`src/rtl/flash_seq_pkg.sv`:
```
package flash_seq_pkg;

    localparam int KEY_W = 15;

    localparam logic [KEY_W-1:0] KEY_ADDR_A = 15'h5555;
    localparam logic [KEY_W-1:0] KEY_ADDR_B = 15'h2AAA;

    localparam logic [7:0] KEY_DATA_A  = 8'hAA;
    localparam logic [7:0] KEY_DATA_B  = 8'h55;
    localparam logic [7:0] CMD_PROGRAM = 8'hA0;
    localparam logic [7:0] CMD_ERASE   = 8'h80;
    localparam logic [7:0] CMD_SECTOR  = 8'h30;
    localparam logic [7:0] CMD_WHOLE   = 8'h10;

    typedef enum logic [2:0] {
        SEQ_IDLE,
        SEQ_KEY1,
        SEQ_KEY2,
        SEQ_PDATA,
        SEQ_EKEY0,
        SEQ_EKEY1,
        SEQ_ECMD
    } seq_state_e;

    typedef enum logic [1:0] {
        OP_NONE,
        OP_PROG,
        OP_SECT,
        OP_CHIP
    } op_kind_e;

endpackage

```
`src/rtl/flash_op_engine.sv`:
```
module flash_op_engine
    import flash_seq_pkg::*;
#(
    parameter int MEM_AW    = 12,
    parameter int SECT_BITS = 12,
    parameter int PROG_LEN  = 8,
    parameter int SECT_LEN  = 4096,
    parameter int CHIP_LEN  = 4096,
    parameter int CNT_W     = 13
) (
    input  logic              clk,
    input  logic              rst_n,
    input  op_kind_e          start_op,
    input  logic [MEM_AW-1:0] start_addr,
    input  logic [7:0]        start_data,
    output logic              busy,
    output logic              status_b7,
    output logic              mem_we,
    output logic              mem_and,
    output logic [MEM_AW-1:0] mem_waddr,
    output logic [7:0]        prog_data
);

    localparam int SECT_SPAN = 1 << SECT_BITS;
    localparam int CHIP_SPAN = 1 << MEM_AW;
    localparam logic [MEM_AW-1:0] SMASK = MEM_AW'((1 << SECT_BITS) - 1);

    typedef struct packed {
        logic              busy;
        op_kind_e          op;
        logic [CNT_W-1:0]  cnt;
        logic [MEM_AW-1:0] tgt;
        logic [7:0]        data;
    } eng_regs_t;

    eng_regs_t eng_d, eng_q;
    logic      last;

    always_comb begin
        case (eng_q.op)
            OP_PROG: last = (eng_q.cnt == CNT_W'(PROG_LEN - 1));
            OP_SECT: last = (eng_q.cnt == CNT_W'(SECT_LEN - 1));
            OP_CHIP: last = (eng_q.cnt == CNT_W'(CHIP_LEN - 1));
            default: last = 1'b1;
        endcase

        eng_d = eng_q;
        if (eng_q.busy) begin
            if (last) begin
                eng_d.busy = 1'b0;
                eng_d.op   = OP_NONE;
            end else begin
                eng_d.cnt = eng_q.cnt + 1'b1;
            end
        end else if (start_op != OP_NONE) begin
            eng_d.busy = 1'b1;
            eng_d.op   = start_op;
            eng_d.cnt  = '0;
            eng_d.tgt  = start_addr;
            eng_d.data = start_data;
        end

        mem_we    = 1'b0;
        mem_and   = 1'b0;
        mem_waddr = eng_q.tgt;
        if (eng_q.busy) begin
            case (eng_q.op)
                OP_PROG: begin
                    mem_we  = last;
                    mem_and = 1'b1;
                end
                OP_SECT: begin
                    mem_we    = (eng_q.cnt < CNT_W'(SECT_SPAN));
                    mem_waddr = (eng_q.tgt & ~SMASK) | (eng_q.cnt[MEM_AW-1:0] & SMASK);
                end
                OP_CHIP: begin
                    mem_we    = (eng_q.cnt < CNT_W'(CHIP_SPAN));
                    mem_waddr = eng_q.cnt[MEM_AW-1:0];
                end
                default: mem_we = 1'b0;
            endcase
        end

        busy      = eng_q.busy;
        status_b7 = (eng_q.op == OP_PROG) ? ~eng_q.data[7] : 1'b0;
        prog_data = eng_q.data;
    end

    always_ff @(posedge clk) begin
        if (!rst_n) eng_q <= '{busy: 1'b0, op: OP_NONE, cnt: '0, tgt: '0, data: '0};
        else        eng_q <= eng_d;
    end

    assert_start_when_idle_R9: assert property (@(posedge clk) disable iff (!rst_n)
        (start_op != OP_NONE) |-> !eng_q.busy);

    assert_start_raises_busy_R2: assert property (@(posedge clk) disable iff (!rst_n)
        (start_op != OP_NONE) |=> eng_q.busy);

    assert_writes_only_busy_R3: assert property (@(posedge clk) disable iff (!rst_n)
        mem_we |-> eng_q.busy);

endmodule

```
`config.mk`:
```
export PLATFORM = sky130hd
export DESIGN_NAME = flash_op_engine
export DESIGN_NICKNAME = d
export VERILOG_FILES = /design/src/rtl/flash_seq_pkg.sv /design/src/rtl/flash_op_engine.sv
export SDC_FILE = /design/constraint.sdc
export NUM_CORES = 1
export LEC_CHECK = 0
export BUFFER_PORTS_ARGS = -buffer_cell sky130_fd_sc_hd__buf_2
export CAP_MARGIN = 20
export CORE_ASPECT_RATIO = 1.2
export CORE_MARGIN = 2
export CORE_UTILIZATION = 46
export CTS_CLUSTER_SIZE = 16
export DETAILED_ROUTE_END_ITERATION = 10
export PLACE_DENSITY = 0.8
export SLEW_MARGIN = 10
export SYNTH_ARGS = -nofsm -noshare
export SYNTH_HDL_FRONTEND = slang
export SYNTH_SLANG_ARGS = --single-unit
```
`constraint.sdc`:
```
create_clock -name clk -period 1.7 [get_ports clk]
set_input_delay 0.17 -clock clk [delete_from_list [all_inputs] [get_ports clk]]
set_output_delay 0.17 -clock clk [all_outputs]
set_load 0.03 [all_outputs]
```
; Word level (Yosys, flattened, before mapping)
; Index checks and enable logic that the tools add are counted.
[totals]
ff_bits = 36
in_bits = 24
output_inout_bits = 24
elab_cells = 34
[classes]
addsub = 1
order_cmp = 1
n_eq_ne = 7
n_mux = 12
n_bitwise = 2
n_reduce_logical = 6
[ops]
columns = operator, count
row1 = 2-to-1 mux 36 bit, 1
row2 = 2-to-1 mux 12 bit, 2
row3 = 2-to-1 mux 16 bit, 1
row4 = "adder 13 x 1 -> 13 bit, second input constant", 1
row5 = "== test 13 x 12 -> 1 bit, second input constant", 1
row6 = "== test 13 x 3 -> 1 bit, second input constant", 1
row7 = "less-than comparator 13 bit, second input constant", 1
row8 = 2-to-1 mux 13 bit, 1
row9 = AND reduction 2 bit, 3
row10 = "== test 2 bit, second input constant", 2
row11 = 2-to-1 mux 1 bit, 4
row12 = one-hot mux 1 bit (2 select lines), 2
row13 = nonzero test 2 bit, 2
row14 = 2-to-1 mux 3 bit, 1
row15 = "== test 2 x 1 -> 1 bit, second input constant", 1
row16 = "!= test 2 x 1 -> 1 bit, second input constant", 1
row17 = "!= test 2 bit, second input constant", 1
row18 = inverter 1 bit, 2
row19 = OR reduction 2 bit, 1

; Depth between registers and ports, before layout
; Gate-level depths: netlist of the first run.
[depth]
ltp_word = 5
mapped_depth = 7
mapped_depth_nobuf = 6

; Least setup slack after synthesis of the first run
; No wires, ideal clock.
[synth_timing]
path_type = register to output
start = reg eng_q, in the netlist busy
end = out mem_waddr[3]
arrival_ns = 1.890
path_slack_ns = -0.360
stages_incl_launch_ff = 5
n_path_buf = 2
path_cell_list = dfxtp_1 -> clkbuf_1 -> nand2_1 -> clkbuf_1 -> o21ai_0
[synth_between]
elab_chain_len = 1
[synth_rtl]
columns = element, line_no
row1 = from (decl), flash_op_engine.sv:36  ; eng_regs_t eng_d, eng_q;
row2 = from (signal assigned), flash_op_engine.sv:90  ; if (!rst_n) eng_q <= '{busy: 1'b0, op: OP_NONE, cnt: '0, tgt: '0, data: '0};
row3 = from (signal assigned), flash_op_engine.sv:91  ; else eng_q <= eng_d;
row4 = 2-to-1 mux 12 bit, flash_op_engine.sv:66  ; if (eng_q.busy) begin
row5 = to (decl), flash_op_engine.sv:20  ; output logic [MEM_AW-1:0] mem_waddr,
; No other way between the ends.

; Worst setup path after layout of the first run
[layout_timing]
start = reg eng_q[28] (netlist name)
end = reg eng_q[33] (netlist name)
[layout_between]
elab_chain_len = 4
[layout_rtl]
columns = element, line_no
row1 = == test 13 x 12 -> 1 bit or == test 13 x 3 -> 1 bit (tied branches), "flash_op_engine.sv:42, flash_op_engine.sv:43, flash_op_engine.sv:41"
row2 = one-hot mux 1 bit (2 select lines) (*), flash_op_engine.sv:40  ; case (eng_q.op)
row3 = != test 2 x 1 -> 1 bit (no source line) (*), -
row4 = AND reduction 2 bit (no source line) (*), -
; Mark *: on every way between the ends. The rest lies on a longest branch, timed or not.
; A chain may end at the register's enable or synchronous reset.

==> run metrics, run 1 <==
Max-Slew Margin vs Limit=between 60 and 70%; first-pass GRT wire length=around 7300 um; dpl cell area=about 0.0021 mm2; max-slew violations=0; Fmax=0.5514 GHz; Most Frequent Cell on Critical Path=buf_4; total of max-cap violations=0; Placed Cells=roughly 320; # setup viols final=6; RD Place Congestion=0.9283; failing checks=setup timing; crit path max fanout=3; depth of the CTS H-tree=2; Crit Path Class=flop to flop; FILL cells=slightly below 300; Main synth FF type=dfxtp_1; RSZ-0062 raised after global routing=true; Mapped Nets=between 200 and 250; Worst EP arrival=roughly 2000 ps; slew at the pin closest to its max-slew limit=494.0 ps; Synth async-reset ratio=0%; DRC errors left=0; Syn Area/Cell=8.153 um2; final non-filler cell total=between 300 and 400; maximum VDD drop=0.6503 mV; worst-skew pair later-pin latency=approximately 300 ps; Die Area=0.004285 mm2; CTS buffer count=5; Cells after Synth=roughly 210; vias in the first global route=~1700; DR iter-0 viols=81; synthesized cell area=approximately 0.0017 mm2; Post-Layout Inst Area=0.002446 mm2; setup_tns=-363.5 ps; commonest non-fill, non-tap cell in the layout=nand2_1; Hold Crit Class=input pin to flop; Top Ports=48; DP HPWL=between 3000 and 4000 um; largest net degree at the start of global routing=26; Yosys reg bits=36; met2 Use GR=approximately 36%; Max clock buf depth=2; initial antenna violation count=0; Crit path max-delay family=simple AND/OR/NAND/NOR gates; CP endpoint kind=flop; Cell Chain, Critical Path=or4_4 -> o22ai_4 -> buf_4 -> nand3_1 -> buf_4 -> a31oi_1 -> nor2_1; Pwr Density=818.3 mW/mm2; Reg clk slew, reported paths=~70 ps; share of post-route cells with drive strength above 1=approximately 43%; Via density=between 5 and 6; met1 usage=28.96%; synth unique cells=35; Post-layout nets=approximately 310; Post-synth EDFFs=0; Ys Warns=0; Core ar.=around 0.0036 mm2; Worst Path Buf+Inv=2; Via Count=between 1500 and 2000; GRT busiest layer=met2; CTS Sinks=36; GR Layer Usage met3=approximately 4.3%; CP required=approximately 1900 ps; row count=24; commonest non-fill, non-tap cells in the layout=nand2_1, buf_2, buf_4, dfxtp_1, a21oi_1; Starting Density=47.80%; Antenna diodes=0; static leakage=1.069 nW; slowest stage delay, CP=about 540 ps; wire per inst=14.56 um; Max Clock Skew=a little over 9 ps; outcome=finished with violations; slowest CP cell=or4_4; Detailed Routing Iterations Pass 1=5; final wirelength=4862 um; register area share after synthesis=41.50%; ANT nets after route=0; IO buf count=47; die height=71.31 um; GRT overflow=0; minimum clock period=around 1800 ps; Layout area overhead=40.85%; CP startpoint kind=flop; post-route clock period utilization=106.7%; die width=around 60 um; CTS tree=built; final hold vios=0; worst hold slack=a little over 100 ps; setup ws final=-113.7 ps; clk root buf=clkbuf_8; total power=approximately 2 mW; Tot GR Track Use=roughly 23%
==> Yosys cell counts, types with 2 or more instances <==
library cell | count | area (um2)
o211ai_1 | 8 | 60.06
clkbuf_1 | 10 | 37.54
nand4_1 | 4 | 25.02
o22ai_1 | 2 | 12.51
a21oi_1 | 27 | 135.1
nor2_1 | 8 | 30.03
or3_1 | 2 | 12.51
dfxtp_1 | 36 | 720.7
or2_2 | 2 | 12.51
nand3_1 | 8 | 40.04
mux2_2 | 11 | 123.9
or4_1 | 2 | 15.01
nand2_1 | 49 | 183.9
buf_4 | 10 | 75.07
inv_1 | 2 | 7.510
nor3_1 | 2 | 10.01
o31ai_1 | 8 | 60.06
o21ai_0 | 5 | 25.02
==> worst reg2reg max path, delay by kind of cell (launching register included) <==
kind            cells  cell delay [ps]
simple gates        3              750
buf+inv             2              350
flops               1              320
compound gates      2              290
==> layer usage <==
layer | vias up | wire [um]
met5 | - | 0
met4 | 0 | 93
met3 | 7 | 245
met2 | 63 | 2448
met1 | 849 | 2075
li1 | 886 | -
==> registers in the layout, indices dropped and copies added, names as in the netlist <==
| register | count |
|---|---|
| prog_data | 8 |
| busy | 1 |
| eng_q | 27 |
==> cells by family (layout without fill, tap and decap cells) <==
kind of cell | Yosys count | count (layout) | share of synthesized area, %
DFF | 36 | 36 | 41.50
buffers and inverters | 24 | 92 | 7.781
muxes | 11 | 11 | 7.133
AOI/OAI and AO/OA | 57 | 58 | 20.68
and+or+nand+nor | 84 | 84 | 22.19
adders and majority gates | 1 | 1 | 0.7203
==> where the power goes <==
| group | internal, mW | switching (mW) | total [mW] | leakage (nW) |
|---|---|---|---|---|
| clock | 0.323 | 0.313 | 0.636 | 0.0510 |
| sequential | 0.888 | 0.0259 | 0.914 | 0.297 |
| combinational | 0.193 | 0.258 | 0.452 | 0.721 |
==> path summary, 6_finish.rpt <==
check                      from      endpoint  slack, ps  cells past startpoint
setup / recovery      eng_q[28]     eng_q[33]       -110                      7
hold / removal    start_data[2]  prog_data[2]        100                      3
setup reg to reg      eng_q[28]     eng_q[33]       -110                      7
hold reg to reg    prog_data[2]  prog_data[2]        450                      2
==> layout make-up <==
class | count | area (um2) | share of cell area [%]
clock buffers | 6 | 82.58 | 3.376
clock inverters | 2 | 10.01 | 0.4092
inverters | 3 | 11.26 | 0.4604
multi-input cells | 154 | 970.9 | 39.69
flip-flops and latches | 36 | 729.5 | 29.82
well taps | 52 | 65.06 | 2.660
repair buffers | 81 | 576.8 | 23.58
==> stage by stage <==
| stage | util (%) | setup WS (ps) |
|---|---|---|
| 2_1_floorplan | - | 16.02 |
| 3_3_place_gp | 58.26 | -64.80 |
| 3_5_place_dp | 58.26 | -115.5 |
| 4_1_cts | 63.64 | -76.31 |
| 5_1_grt | 67.32 | -171.1 |
| 6_report | 67.32 | -113.7 |
==> what timing repair did <==
action / 4_1_cts / 5_1_grt
endpoints found under the hold margin: 0 / 0
pin swaps: 3 / 3
buffers inserted: 4 / 3
gates cloned: 0 / 1
resized for setup: 24 / 30
hold buffers: 0 / 0
endpoints found under the setup margin: 26 / 28
No activity file was read; power rests on OpenSTA's default activity.
==> run 2: changes to the inputs <==
Settings changed: CELL_PAD_IN_SITES_DETAIL_PLACEMENT from default to 1, CELL_PAD_IN_SITES_GLOBAL_PLACEMENT from default to 1, CORE_UTILIZATION 46 to 34, GPL_ROUTABILITY_DRIVEN from default to 0, PLACE_DENSITY 0.8 to 0.81, SETUP_SLACK_MARGIN from default to 0.2.
==> run 2 against run 1 <==
The run still ends with setup timing left; clock skew down 1.9 ps; sequential share of layout area is 2.2 points lower; utilization down 14 points; register-to-register slack got worse by 120 ps; clock power up 2%; design area increased by 7.5%; routed wire length is 52% higher; highest routed layer unchanged; global-route usage up 0.83 points; critical path type is now flop to primary output; final cell count is 3.9% higher; hold slack gained 2.2 ps; via count is 8.6% higher.
==> run metrics, run 2 (same netlist as run 1, synthesis figures left out) <==
die height=between 80 and 90 um; DRC errors left=0; final hold vios=0; static leakage=1.125 nW; max-slew violations=0; vias in the first global route=between 1500 and 2000; post-route clock period utilization=114.5%; FILL cells=between 500 and 600; Sw Share=between 30% and 40%; initial antenna violation count=0; Critical Path Start=eng_q[28]; CP endpoint kind=primary output; Detailed Routing Iterations Pass 1=4; depth of the CTS H-tree=2; worst hold slack=just over 100 ps; commonest non-fill, non-tap cells in the layout=nand2_1, dfxtp_1, buf_2, buf_4, a21oi_1; Reg area=between 700 and 800 um2; row count=28; Biggest register=eng_q; ANT nets after route=0; multi-input logic area=between 0.001 and 0.0015 mm2; first-pass GRT wire length=slightly above 10000 um; outcome=finished with violations; die width=just under 70 um; Layout area overhead=51.44%; Core ar.=slightly below 0.005 mm2; wire per inst=about 21 um; Starting Density=35.16%; Via Count=between 1500 and 2000; combinational share of power=between 20% and 30%; DP HPWL=between 3000 and 4000 um; setup_tns=-3617 ps; largest net degree at the start of global routing=26; # setup viols final=28; IO buf count=between 40 and 50; Top Ports=48; crit path max fanout=2; Antenna diodes=0; Die Area=approximately 0.0057 mm2; CTS Sinks=36; Max clock buf depth=2; max reg flops=27; CTS buffer count=5; Via density=between 5 and 6; NetSw=roughly 660 uW; slew at the pin closest to its max-slew limit=approximately 450 ps; Fmax=a little over 0.5 GHz; Worst Hold Launch=start_data[2]; Reg clk slew, reported paths=80 ps; clk root buf=clkbuf_8; CP startpoint kind=flop; CP required=between 1500 and 2000 ps; Max Clock Skew=a little over 7 ps; setup ws final=-247.2 ps; RSZ-0062 raised after global routing=true; total power=approximately 2.1 mW; internal power=~1.5 mW; Tot GR Track Use=23.45%; Hold Crit Class=input pin to flop; Post-layout nets=between 300 and 400; Sequential Power Share=between 40 and 50%; total of max-cap violations=0; CTS tree=built; maximum VDD drop=about 0.43 mV; worst-skew pair later-pin latency=300 ps; commonest non-fill, non-tap cell in the layout=nand2_1; reg2reg start=eng_q[28]; Worst EP arrival=roughly 1800 ps; Pwr Density=between 800 and 900 mW/mm2; final wirelength=7404 um; GRT overflow=0; DR iter-0 viols=between 100 and 150; share of post-route cells with drive strength above 1=between 40% and 50%; failing checks=setup timing; Clk network pwr share=between 30% and 40%; Max-Slew Margin vs Limit=between 60 and 70%; minimum clock period=between 1500 and 2000 ps; Crit Path Class=flop to primary output
==> run 2: cell count changes in the layout (fill, tap and decap cells not counted), sizes merged <==
| cell | before | now |
|---|---|---|
| a31o | 2 | 1 |
| buf | 81 | 87 |
| clkbuf | 6 | 8 |
| clkinv | 3 | 1 |
==> run 2: cell type report <==
cell class | count | share of cell area [%]
multi-input combinational | 153 | 39.53
sequential | 36 | 27.59
timing repair buffer | 87 | 26.17
clock buffer | 8 | 3.425
tap | 60 | 2.854
inverter | 3 | 0.4282
==> run 2: worst paths after layout <==
check,to,slack [ps],cells past startpoint
hold reg to reg,prog_data[0],460,2
setup reg to reg,eng_q[29],-230,8
hold / removal,prog_data[2],100,3
setup / recovery,mem_we,-250,5
==> run 2: what timing repair did <==
item | 4_1_cts | 5_1_grt
pin swaps | 8 | 7
hold endpoints to repair | 0 | 0
hold buffers | 0 | 0
setup endpoints to repair | 29 | 49
cloned | 1 | 0
buffers inserted | 9 | 5
resized for setup | 53 | 27
==> run 2: power groups by stage <==
| stage | sequential [mW] | clock [mW] | combinational (mW) |
|---|---|---|---|
| finish | 0.918 | 0.650 | 0.556 |
| global route | 0.920 | 0.679 | 0.585 |
| CTS | 0.912 | 0.648 | 0.483 |
| detailed placement | 0.931 | 0 | 0.397 |
| global placement | 0.928 | 0 | 0.390 |
| floorplan | 0.929 | 0 | 0.268 |
==> run 2: worst max-delay path, stage by stage, from the launching register on <==
cell and delay, ps:
dfxtp_1 320, or4_4 550, o22ai_4 150, nand4_1 210, o21ai_2 120, buf_6 140
==> run 2: routing by layer <==
metal | up-vias | GRT usage [%] | part of all wire (%)
li1 | 892 | - | -
met1 | 977 | 26.43 | 39
met2 | 74 | 44.13 | 54
met3 | 17 | 4.248 | 4.5
met4 | 0 | 9.412 | 2.3
met5 | - | 0 | 0
==> run 2: metrics by stage <==
step                setup WS [ps]  std cells  area (um2)  util, %
detailed placement         -57.23        324        2142    43.36
global placement           -4.074        324        2142    43.36
CTS                        -136.6        342        2485    50.30
global route               -293.9        347        2630    53.24
floorplan                   20.46        213        1760        -
finish                     -247.2        347        2630    53.24
